[src/rtl/gpu_pkt_pkg.sv]
package gpu_pkt_pkg;
  localparam int WORD_W = 32;
  localparam int XW     = 10;
  localparam int YW     = 9;
  localparam int PIXW   = XW + YW + 1;
  localparam int LEN_W  = 4;
  localparam int ENV_N  = 8;
  localparam int ENV_AW = $clog2(ENV_N);
  localparam logic [WORD_W-1:0] STATUS_RST = 32'h1480_2000;

  typedef enum logic [1:0] {K_DRAW = 2'd0, K_COPY = 2'd1, K_XHDR = 2'd2, K_PIX = 2'd3} kind_e;
  typedef enum logic [2:0] {C_FIXED, C_POLY_F, C_POLY_S, C_COPY, C_XFER, C_ENV} cls_e;

  typedef struct packed {
    kind_e             kind;
    logic              last;
    logic [WORD_W-1:0] data;
  } ent_t;

  function automatic logic [LEN_W-1:0] fixed_len(input logic [7:0] op);
    logic [LEN_W-1:0] r;
    unique case (op[7:5])
      3'd0: r = (op == 8'h02) ? 4'd2 : 4'd0;
      3'd1: case (op[4:2])
              3'd0: r = 4'd3;  3'd1: r = 4'd6;  3'd2: r = 4'd4;  3'd3: r = 4'd8;
              3'd4: r = 4'd5;  3'd5: r = 4'd8;  3'd6: r = 4'd7;  default: r = 4'd11;
            endcase
      3'd2: r = op[4] ? 4'd3 : 4'd2;
      3'd3: case (op[4:2])
              3'd0: r = 4'd2;  3'd1: r = 4'd3;  3'd2: r = 4'd1;  3'd3: r = 4'd0;
              3'd4: r = 4'd1;  3'd5: r = 4'd2;  3'd6: r = 4'd1;  default: r = 4'd2;
            endcase
      default: r = 4'd0;
    endcase
    return r;
  endfunction

  // words of pixel data implied by a transfer size word (two pixels per word)
  function automatic logic [PIXW-1:0] xfer_words(input logic [WORD_W-1:0] sz);
    logic [XW-1:0]      wm;
    logic [YW-1:0]      hm;
    logic [XW:0]        w;
    logic [YW:0]        h;
    logic [PIXW:0]      p;
    wm = sz[XW-1:0] - XW'(1);
    hm = sz[16+YW-1:16] - YW'(1);
    w  = {1'b0, wm} + (XW+1)'(1);
    h  = {1'b0, hm} + (YW+1)'(1);
    p  = {{(YW+1){1'b0}}, w} * {{(XW+1){1'b0}}, h};
    p  = p + (PIXW+1)'(1);
    return p[PIXW:1];
  endfunction
endpackage

[src/rtl/gpu_cmd_dec.sv]
module gpu_cmd_dec
  import gpu_pkt_pkg::*;
(
  input  logic [7:0]       op_i,
  output cls_e             cls_o,
  output logic [LEN_W-1:0] len_o,
  output logic             xwr_o
);
  always_comb begin
    len_o = fixed_len(op_i);
    xwr_o = (op_i[7:5] == 3'b101);
    if (op_i[7:3] == 5'b11100)                          cls_o = C_ENV;
    else if (op_i[7:5] == 3'b101 || op_i[7:5] == 3'b110) cls_o = C_XFER;
    else if (op_i[7:5] == 3'b100)                        cls_o = C_COPY;
    else if (op_i[7:3] == 5'b01001)                      cls_o = C_POLY_F;
    else if (op_i[7:3] == 5'b01011)                      cls_o = C_POLY_S;
    else                                                 cls_o = C_FIXED;
  end
endmodule

[src/rtl/gpu_pkt_fifo.sv]
module gpu_pkt_fifo
  import gpu_pkt_pkg::*;
#(
  parameter int DEPTH = 32
) (
  input  logic clk_i,
  input  logic rst_ni,
  input  logic wr_i,
  input  logic commit_i,
  input  ent_t wdata_i,
  output logic full_o,
  input  logic rd_ready_i,
  output logic rd_valid_o,
  output ent_t rdata_o
);
  localparam int AW = $clog2(DEPTH);

  ent_t        mem_q [DEPTH];
  logic [AW:0] wptr_q, cptr_q, rptr_q;

  assign full_o     = (wptr_q[AW] != rptr_q[AW]) && (wptr_q[AW-1:0] == rptr_q[AW-1:0]);
  assign rd_valid_o = (rptr_q != cptr_q);
  assign rdata_o    = mem_q[rptr_q[AW-1:0]];

  always_ff @(posedge clk_i) begin
    if (wr_i) mem_q[wptr_q[AW-1:0]] <= wdata_i;
  end

  always_ff @(posedge clk_i or negedge rst_ni) begin
    if (!rst_ni) begin
      wptr_q <= '0;
      cptr_q <= '0;
      rptr_q <= '0;
    end else begin
      if (wr_i) wptr_q <= wptr_q + 1'b1;
      // committing write publishes everything up to and including itself
      if (wr_i && commit_i) cptr_q <= wptr_q + 1'b1;
      if (rd_valid_o && rd_ready_i) rptr_q <= rptr_q + 1'b1;
    end
  end


  no_overflow_chk: assert property (@(posedge clk_i) disable iff (!rst_ni) wr_i |-> !full_o);

  out_hold_chk: assert property (@(posedge clk_i) disable iff (!rst_ni)
    rd_valid_o && !rd_ready_i |=> rd_valid_o && $stable(rdata_o));

  rise_on_commit_chk: assert property (@(posedge clk_i) disable iff (!rst_ni)
    $rose(rd_valid_o) |-> $past(wr_i && commit_i));
endmodule

[src/rtl/gpu_env_regs.sv]
module gpu_env_regs
  import gpu_pkt_pkg::*;
(
  input  logic              clk_i,
  input  logic              rst_ni,
  input  logic              we_i,
  input  logic [ENV_AW-1:0] idx_i,
  input  logic [WORD_W-1:0] wdata_i,
  input  logic [ENV_AW-1:0] rd_idx_i,
  output logic [WORD_W-1:0] rd_data_o,
  output logic [WORD_W-1:0] status_o
);
  logic [WORD_W-1:0] env_q [ENV_N];

  for (genvar i = 0; i < ENV_N; i++) begin : g_env
    localparam logic [7:0] RST_OP = 8'hE0 + 8'(i);
    always_ff @(posedge clk_i or negedge rst_ni) begin
      if (!rst_ni)                           env_q[i] <= {RST_OP, {(WORD_W-8){1'b0}}};
      else if (we_i && idx_i == ENV_AW'(i))  env_q[i] <= wdata_i;
    end
  end

  assign rd_data_o = env_q[rd_idx_i];
  assign status_o  = {STATUS_RST[WORD_W-1:13], env_q[6][1:0], env_q[1][10:0]};


  env1_status_chk: assert property (@(posedge clk_i) disable iff (!rst_ni)
    we_i && idx_i == ENV_AW'(1) |=> status_o[10:0] == $past(wdata_i[10:0]));

  env6_status_chk: assert property (@(posedge clk_i) disable iff (!rst_ni)
    we_i && idx_i == ENV_AW'(6) |=> status_o[12:11] == $past(wdata_i[1:0]));
endmodule

[src/rtl/gpu_pkt_framer.sv]
module gpu_pkt_framer
  import gpu_pkt_pkg::*;
#(
  parameter int DEPTH = 32
) (
  input  logic        clk_i,
  input  logic        rst_ni,
  input  logic        in_valid_i,
  input  logic [31:0] in_data_i,
  output logic        in_ready_o,
  output logic        out_valid_o,
  output logic [31:0] out_data_o,
  output logic [1:0]  out_kind_o,
  output logic        out_last_o,
  input  logic        out_ready_i,
  input  logic [2:0]  env_idx_i,
  output logic [31:0] env_data_o,
  output logic [31:0] status_o
);
  localparam int IDX_W = $clog2(DEPTH) + 1;

  typedef enum logic [1:0] {S_HDR, S_BODY, S_POLY, S_PIX} st_e;

  st_e              state_q, state_d;
  logic [LEN_W-1:0] rem_q, rem_d;
  logic [IDX_W-1:0] idx_q, idx_d;
  logic [PIXW-1:0]  pix_q, pix_d;
  kind_e            kind_q, kind_d;
  logic             xwr_q, xwr_d, shd_q, shd_d;

  cls_e             dec_cls;
  logic [LEN_W-1:0] dec_len;
  logic             dec_xwr;
  logic             full, acc, fifo_wr, commit, env_we, wlast, chk, term;
  kind_e            wkind;
  ent_t             wr_ent, rd_ent;

  gpu_cmd_dec u_dec (
    .op_i  (in_data_i[31:24]),
    .cls_o (dec_cls),
    .len_o (dec_len),
    .xwr_o (dec_xwr)
  );

  assign in_ready_o = !full;
  assign acc        = in_valid_i && in_ready_o;
  assign term       = (in_data_i & 32'hF000_F000) == 32'h5000_5000;

  always_comb begin
    state_d = state_q;  rem_d = rem_q;  idx_d = idx_q;  pix_d = pix_q;
    kind_d  = kind_q;   xwr_d = xwr_q;  shd_d = shd_q;
    fifo_wr = 1'b0;     env_we = 1'b0;  wlast = 1'b0;   wkind = K_DRAW;
    commit  = 1'b0;     chk = 1'b0;
    if (acc) begin
      unique case (state_q)
        S_HDR: begin
          unique case (dec_cls)
            C_ENV: env_we = 1'b1;
            C_FIXED: begin
              fifo_wr = 1'b1;
              kind_d  = K_DRAW;
              rem_d   = dec_len;
              if (dec_len == '0) wlast = 1'b1;
              else               state_d = S_BODY;
            end
            C_COPY: begin
              fifo_wr = 1'b1;  wkind = K_COPY;  kind_d = K_COPY;
              rem_d   = LEN_W'(3);  state_d = S_BODY;
            end
            C_XFER: begin
              fifo_wr = 1'b1;  wkind = K_XHDR;  kind_d = K_XHDR;
              rem_d   = LEN_W'(2);  xwr_d = dec_xwr;  state_d = S_BODY;
            end
            default: begin
              fifo_wr = 1'b1;
              shd_d   = (dec_cls == C_POLY_S);
              idx_d   = IDX_W'(1);
              state_d = S_POLY;
            end
          endcase
        end
        S_BODY: begin
          fifo_wr = 1'b1;
          wkind   = kind_q;
          wlast   = (rem_q == LEN_W'(1));
          rem_d   = rem_q - LEN_W'(1);
          if (wlast) begin
            if (kind_q == K_XHDR && xwr_q) begin
              pix_d   = xfer_words(in_data_i);
              state_d = S_PIX;
            end else begin
              state_d = S_HDR;
            end
          end
        end
        S_POLY: begin
          fifo_wr = 1'b1;
          chk     = shd_q ? (idx_q >= IDX_W'(4) && !idx_q[0]) : (idx_q >= IDX_W'(3));
          wlast   = chk && term;
          idx_d   = idx_q + IDX_W'(1);
          if (wlast) state_d = S_HDR;
        end
        default: begin
          fifo_wr = 1'b1;
          wkind   = K_PIX;
          commit  = 1'b1;
          wlast   = (pix_q == PIXW'(1));
          pix_d   = pix_q - PIXW'(1);
          if (wlast) state_d = S_HDR;
        end
      endcase
    end
    commit = commit || (fifo_wr && wlast);
  end

  always_ff @(posedge clk_i or negedge rst_ni) begin
    if (!rst_ni) begin
      state_q <= S_HDR;  rem_q <= '0;  idx_q <= '0;  pix_q <= '0;
      kind_q  <= K_DRAW; xwr_q <= 1'b0; shd_q <= 1'b0;
    end else begin
      state_q <= state_d;  rem_q <= rem_d;  idx_q <= idx_d;  pix_q <= pix_d;
      kind_q  <= kind_d;   xwr_q <= xwr_d;  shd_q <= shd_d;
    end
  end

  assign wr_ent = '{kind: wkind, last: wlast, data: in_data_i};

  gpu_pkt_fifo #(.DEPTH(DEPTH)) u_fifo (
    .clk_i      (clk_i),
    .rst_ni     (rst_ni),
    .wr_i       (fifo_wr),
    .commit_i   (commit),
    .wdata_i    (wr_ent),
    .full_o     (full),
    .rd_ready_i (out_ready_i),
    .rd_valid_o (out_valid_o),
    .rdata_o    (rd_ent)
  );

  assign out_data_o = rd_ent.data;
  assign out_kind_o = rd_ent.kind;
  assign out_last_o = rd_ent.last;

  gpu_env_regs u_env (
    .clk_i     (clk_i),
    .rst_ni    (rst_ni),
    .we_i      (env_we),
    .idx_i     (in_data_i[26:24]),
    .wdata_i   (in_data_i),
    .rd_idx_i  (env_idx_i),
    .rd_data_o (env_data_o),
    .status_o  (status_o)
  );


  pix_no_decode_chk: assert property (@(posedge clk_i) disable iff (!rst_ni)
    state_q == S_PIX |=> $stable(status_o));
endmodule

[config.mk]
export PLATFORM = sky130hd
export DESIGN_NAME = gpu_pkt_framer
export DESIGN_NICKNAME = d
export VERILOG_FILES = /design/src/rtl/gpu_pkt_pkg.sv /design/src/rtl/gpu_cmd_dec.sv /design/src/rtl/gpu_pkt_fifo.sv /design/src/rtl/gpu_env_regs.sv /design/src/rtl/gpu_pkt_framer.sv
export SDC_FILE = /design/constraint.sdc
export NUM_CORES = 2
export LEC_CHECK = 0
export BUFFER_PORTS_ARGS = -buffer_cell sky130_fd_sc_hd__buf_2
export CAP_MARGIN = 15
export CORE_MARGIN = 2
export CORE_UTILIZATION = 38
export CTS_CLUSTER_DIAMETER = 200
export DETAILED_ROUTE_END_ITERATION = 16
export PLACE_DENSITY = 0.65
export RECOVER_POWER = 100
export SLEW_MARGIN = 40
export SYNTH_ARGS = -nofsm -noshare
export SYNTH_HDL_FRONTEND = slang
export SYNTH_HIERARCHICAL = 1
export SYNTH_SLANG_ARGS = --single-unit
[constraint.sdc]
create_clock -name clk_i -period 5.08 [get_ports clk_i]
set_clock_uncertainty 0.05 [all_clocks]
set_input_delay 0.508 -clock clk_i [delete_from_list [all_inputs] [get_ports clk_i]]
set_output_delay 0.508 -clock clk_i [all_outputs]
set_load 0.05 [all_outputs]
=== Word level (Yosys, flattened, before mapping) ===
Memory sizes are Yosys's and may differ from the RTL's.
Cells that the tools add are included.

* Flip-flop bits (word level): 310
* Memory bits (writable): 1,120
* Input bits: 39
* Output and inout bits: 101
* Logic and storage cells: 168
* Memories kept: 1

{| class="wikitable"
|+ Memories
! memory !! words !! width !! read ports !! clocked after Yosys merged registers in !! write ports !! RTL line !! source
|-
| u_fifo.mem_q || 32 || 35 || 1 || 0 || 1 || gpu_pkt_fifo.sv:18 || <nowiki>ent_t mem_q [DEPTH];</nowiki>
|}

* Add/subtract/negate cells: 10
* Multipliers: 1
* Magnitude comparators: 3
* Equality and inequality tests: 43
* Muxes and demuxes: 46
* Bitwise operators: 3
* Reductions and logical operators: 43

{| class="wikitable"
|+ Operators by type and width
! cell !! number
|-
| 32-bit binary-select mux with 3-bit select || 1
|-
| 32-bit 2-to-1 mux || 2
|-
| 20-bit 2-to-1 mux || 2
|-
| 20-bit one-hot mux with 2 select lines || 1
|-
| 3-bit equality test (second input constant) || 12
|-
| 2-bit one-hot mux with 3 select lines || 5
|-
| 3-bit by 2-bit equality test with 1-bit output (second input constant) || 8
|-
| 4-bit one-hot mux with 6 select lines || 1
|-
| 21-bit by 1-bit adder with 21-bit output (second input constant) || 1
|-
| 11-bit by 10-bit multiplier with 21-bit output || 1
|-
| 20-bit by 1-bit equality test with 1-bit output (second input constant) || 1
|-
| 20-bit by 1-bit subtractor with 20-bit output (second input constant) || 1
|-
| 6-bit by 1-bit adder with 6-bit output (second input constant) || 3
|-
| 1-bit logical AND || 16
|-
| 2-bit 2-to-1 mux || 8
|-
| 4-bit one-hot mux with 4 select lines || 1
|-
| 1-bit 2-to-1 mux || 15
|-
| 3-bit AND reduction || 5
|-
| 3-bit zero test || 4
|-
| 3-bit 2-to-1 mux || 4
|-
| 4-bit one-hot mux with 3 select lines || 1
|-
| 6-bit one-hot mux with 2 select lines || 1
|-
| 10-bit by 1-bit adder with 11-bit output (second input constant) || 1
|-
| 9-bit by 1-bit adder with 10-bit output (second input constant) || 1
|-
| other kinds (38) || 53
|}

=== Logic depth before layout (Yosys ltp) ===
* Depth after elaboration: 13
* Depth in mapped cells: 28
* Mapped depth without buffers: 25

=== Hierarchy ===
The synthesis kept the hierarchy.

{| class="wikitable"
|+ Modules (own cells, without submodules)
! module !! times used !! cells an instance !! area an instance (um2) !! seq. area each (um2)
|-
| gpu_pkt_fifo || 1 || 1,980 || 43,457.9 || 34,082.7
|-
| gpu_env_regs || 1 || 699 || 11,932.7 || 6,451.2
|-
| gpu_pkt_framer || 1 || 925 || 7,299.5 || 900.9
|-
| gpu_cmd_dec || 1 || 33 || 221.5 || 0.0
|}

=== Worst setup path before layout ===
OpenSTA, ideal clock, no wires.

* Kind: in2reg
* From: in in_data_i[0]
* To: reg pix_q[18]
* Library setup time: 0.131 ns
* Arrival: 7.398 ns
* Required time: 4.899 ns
* Setup slack: -2.499 ns
* Stages: 25
* Path buffers: 3
* Path through: buf_1 > clkinv_1 > ha_1 > buf_6 > or4b_1 > o22ai_2 > o211ai_2 > or4_1 > and2_1 > buf_2 > a21oi_1 > fa_1 > fa_1 > fa_1 > inv_1 > fa_1 > inv_1 > ha_1 > ha_1 > a21o_1 > o21bai_1 > o221a_2 > or4b_1 > and3_1 > or3_1

* Word-level cells in the longest chain between the ends: 7

{| class="wikitable"
|+ Ends and longest elaborated chain
! element !! RTL line !! source
|-
| start: declaration || gpu_pkt_framer.sv:9 || <nowiki>input logic [31:0] in_data_i,</nowiki>
|-
| 10-bit by 1-bit subtractor with 10-bit output || gpu_pkt_pkg.sv:45 || <nowiki>wm = sz[XW-1:0] - XW'(1);</nowiki>
|-
| 10-bit by 1-bit adder with 11-bit output || gpu_pkt_pkg.sv:47 || <nowiki>w = {1'b0, wm} + (XW+1)'(1);</nowiki>
|-
| 11-bit by 10-bit multiplier with 21-bit output || gpu_pkt_pkg.sv:49 || <nowiki>p = {{(YW+1){1'b0}}, w} * {{(XW+1){1'b0}}, h};</nowiki>
|-
| 21-bit by 1-bit adder with 21-bit output || gpu_pkt_pkg.sv:50 || <nowiki>p = p + (PIXW+1)'(1);</nowiki>
|-
| 20-bit 2-to-1 mux || gpu_pkt_framer.sv:88 || <nowiki>if (kind_q == K_XHDR && xwr_q) begin</nowiki>
|-
| 20-bit 2-to-1 mux || gpu_pkt_framer.sv:87 || <nowiki>if (wlast) begin</nowiki>
|-
| 20-bit one-hot mux with 2 select lines || gpu_pkt_framer.sv:55 || <nowiki>unique case (state_q)</nowiki>
|-
| end signal: assignment || gpu_pkt_framer.sv:121 || <nowiki>state_q <= state_d; rem_q <= rem_d; idx_q <= idx_d; pix_q <= pix_d;</nowiki>
|-
| end: declaration || gpu_pkt_framer.sv:27 || <nowiki>logic [PIXW-1:0] pix_q, pix_d;</nowiki>
|}

Every way passes these cells. The select of a mux whose other input is x is not followed.
A chain may end at the register's enable or synchronous reset.

=== Worst setup path after layout ===
Ends and elaborated chain as after synthesis.

==> reports/metrics.cfg <==
[critical_path]
cp_max_fanout = 3
critPathCaptureType = register
timing.critical_path.slowest_cell_delay_ps = 510
regToRegEndpoint = u_fifo/mem_q[20][20]$_DFFE_PP_
r2r.worst_path.cells = 11
crit_required_ps = 5680
critical-path-top-cell-by-count = sky130_fd_sc_hd__fa_1
worst_r2r_startpoint = u_fifo/rptr_q[2]$_DFFE_PN0P_
crit_arrival_ps = 6760
worstSetupStartpointType = primary input
timing.reg2reg.setup_slack_ps = 1080
cpMaxStageDelayCell = sky130_fd_sc_hd__or4_4
timing.critical_path.cells = buf_12 -> clkinv_8 -> ha_4 -> or4b_4 -> o22ai_4 -> o211ai_2 -> or4_4 -> and2_4 -> a21oi_2 -> fa_1 -> fa_1 -> fa_1 -> inv_2 -> fa_1 -> inv_1 -> ha_1 -> ha_1 -> a21o_1 -> o21bai_4 -> o221a_4 -> or4b_4 -> and3_1 -> or3_1
worst-setup-path-type = in2reg

[clocking]
inserted_clock_buffers = 145
h-tree-depth = 4
cts_buffer_depth = 3
worst_skew_pair.late_latency_ps = 780
cts.reportedPaths.clkPinSlew_ps = 60
cts_tree = done
cts-root-buf = sky130_fd_sc_hd__clkbuf_16
cts_sinks = 1430

[final_layout]
fill_cells = 14100
finalNetCount = 4190
syn_to_final_growth_pct = 17.1
final_design_area_no_fill_sq_um = 73700
utilization_pct = 44.7
proportion_of_layout_cells_with_a_drive_suffix_above_1_pct = 33.2

[synthesis]
yosys-top-cells-count = 1120 x sky130_fd_sc_hd__edfxtp_1, 283 x sky130_fd_sc_hd__mux2_2, 274 x sky130_fd_sc_hd__dfrtp_1
synthArstFlopShare_pct = 21.7
synthFlopType = sky130_fd_sc_hd__edfxtp_1
synth.area.top_cells = sky130_fd_sc_hd__edfxtp_1 53%, sky130_fd_sc_hd__dfrtp_1 11%, sky130_fd_sc_hd__mux4_2 8.3%, sky130_fd_sc_hd__mux2_2 5.1%, sky130_fd_sc_hd__mux2i_1 2.3%
syn_area_sq_um = 62900
synthesis.instances = 3637
yosys.area.top_type_share_pct = 53.5
synth.avg_cell_area_sq_um = 17.3
netlist.top_cell.by_area = sky130_fd_sc_hd__edfxtp_1
synth_sequential_area_ratio_pct = 65.9
synth.ff_latch_count = 1430
synth.yosys.warnings = 6
yosys.cell_count.top_type = sky130_fd_sc_hd__edfxtp_1
synth_enable_flop_cells = 1120
cell_variety_after_synth = 99

[drt]
drt_first_iter_violations = 3426
routedWlPerCell_microns = 25.8
post_drt_via_cell_ratio = 5.56
route.antenna.remaining_nets = 0
drc_errors = 0
postRouteWirelength_microns = 164000
vias = 35200
detail_route.first_pass.iterations = 6

[sta]
post-route-min-period_ps = 6160
clock.fmax_mhz = 162
fin_tns_setup_ps = -9820
timing_worst_slew_pin_value_ps = 866
final_hold_viol_count = 0
report.final.setup_viol = 13
slew_headroom_pct = 42.1
final.period_utilization_pct = 121
setup_slack_ps = -1080
maxSlewViolCount = 0
grt_setup_unrepaired = yes

[pwr]
power_leakage_nw = 27.4
power.ir.vdd_worst_v = 0.000707
power_density_nw_per_um2 = 545

[place]
detailed_placement_hpwl_microns = 100000
place.port_buffers = 120
dpl_cell_area_sq_um = 68200
gp_congestion = 0.829

[status]
failing_checks = negative setup slack
status = finished with violations

[min_path]
timing.hold.worst.class = in2reg
hold-path-endpoint = u_fifo/rptr_q[2]$_DFFE_PN0P_
hold-path-cell-count = 4
hp-start = out_ready_i

[global_route]
first_global_vias = 35600
number_of_antenna_violations_at_the_first_check_in_global_routing = 19
grt_first_pass_wirelength_microns = 239000
grt_overflow = 0
grt_max_degree = 140
globalRouteTotalUtil_pct = 19.3

[floorplanning]
placement_rows = 149
design.portCount = 140
die_height_microns = 411
dieArea_sq_um = 169000
floorplan.initialDensity_pct = 38.2
fp.coreArea_sq_um = 165000
die_w_microns = 411

[job]
maxCapViolations = 0

state kept, by name, summed over array words and instances, names as in the netlist, 2 cells and up:
name,flops
u_fifo/cptr_q,6
kind_q,2
u_env/status_o,13
idx_q,6
u_env/env_q,243
pix_q,20
state_q,2
u_fifo/rptr_q,6
rem_q,4
u_fifo/mem_q,1120
u_fifo/wptr_q,6
what timing repair did:
action,in CTS,in global routing
buffers inserted,12,3
setup endpoints to repair,15,15
gates cloned,0,0
hold buffers,2,0
resized for setup,66,48
pin swaps,26,16
endpoints found under the hold margin,54,0
worst max-delay path by stage:
stage / depth (start not counted) / startpoint / slack, ps / to
floorplan: 25 / in_data_i[0] / -1960 / pix_q[18]$_DFFE_PN0P_
global placement: 23 / in_data_i[0] / -2350 / pix_q[18]$_DFFE_PN0P_
detailed placement: 23 / in_data_i[0] / -2290 / pix_q[18]$_DFFE_PN0P_
CTS: 23 / in_data_i[0] / -1090 / pix_q[18]$_DFFE_PN0P_
global route: 24 / in_data_i[17] / -1210 / pix_q[18]$_DFFE_PN0P_
finish: 23 / in_data_i[0] / -1080 / pix_q[18]$_DFFE_PN0P_
area by class of cell:
cell class | instances | area [sq um] | share of cell area [%]
Antenna cell | 9 | 22.5 | 0.0306
Clock buffer | 189 | 3900 | 5.30
Sequential cell | 1430 | 41400 | 56.3
Tap cell | 2189 | 2740 | 3.72
Clock inverter | 79 | 815 | 1.11
Timing Repair Buffer | 457 | 3770 | 5.12
Multi-Input combinational cell | 1865 | 20500 | 27.9
Inverter | 110 | 428 | 0.581
placed cells by master, fill, tap and decap left out, types with 40 or more instances in the layout:
cell type                      n
sky130_fd_sc_hd__nand2_1      85
sky130_fd_sc_hd__mux4_1       40
sky130_fd_sc_hd__o21ai_0      48
sky130_fd_sc_hd__buf_4       287
sky130_fd_sc_hd__clkbuf_16   145
sky130_fd_sc_hd__fa_1         68
sky130_fd_sc_hd__nor2_1      111
sky130_fd_sc_hd__buf_2       106
sky130_fd_sc_hd__mux2i_1     143
sky130_fd_sc_hd__mux4_2      233
sky130_fd_sc_hd__mux2_2      283
sky130_fd_sc_hd__ha_1         62
sky130_fd_sc_hd__a21oi_1      80
sky130_fd_sc_hd__dfrtp_1     270
sky130_fd_sc_hd__edfxtp_1   1120
sky130_fd_sc_hd__a22oi_1     105
sky130_fd_sc_hd__inv_1       102
per-stage QoR:
step	power [mW]	worst slack (ps)	instances	hold WS, ps
floorplan	24.0	-1960	3654	162
global placement	28.8	-2350	6032	410
detailed placement	29.0	-2290	6034	418
CTS	40.2	-1090	6316	5.81
global route	42.0	-1210	6321	50.4
finish	40.1	-1080	6328	71.3
routing by layer:
layer	global-route usage, %	part of all wire (%)	vias up
li1	-	-	15100
met1	27.1	43	18600
met2	31.1	48	1267
met3	3.57	7.2	206
met4	4.51	1.9	4
met5	0	0.017	-
critical path: cells and delay by family:
kind,cells,cell delay (ps)
AO/OA/AOI/OAI,6,1060
adder cells (fa/ha/maj),7,2750
buffers and inverters,4,250
AND/OR/NAND/NOR,6,2160
power breakdown:
group / total (mW) / switching (mW) / internal, mW
Clock: 10.5 / 4.62 / 5.87
Sequential: 14.2 / 0.571 / 13.6
Combinational: 15.5 / 9.06 / 6.45
cell families (layout without fill, tap and decap cells):
family | Yosys count | in the layout | share of synthesized area (%)
flip-flops | 1430 | 1430 | 65.9
multiplexers | 709 | 709 | 17.5
AO/OA/AOI/OAI | 473 | 473 | 5.15
AND/OR/NAND/NOR | 443 | 443 | 3.66
buffers and inverters | 359 | 835 | 3.03
adder cells (fa/ha/maj) | 142 | 142 | 3.66
XOR/XNOR | 79 | 79 | 1.10
other | 2 | 28 | 0.0119
Note: power is estimated with default switching activity, not from simulation.
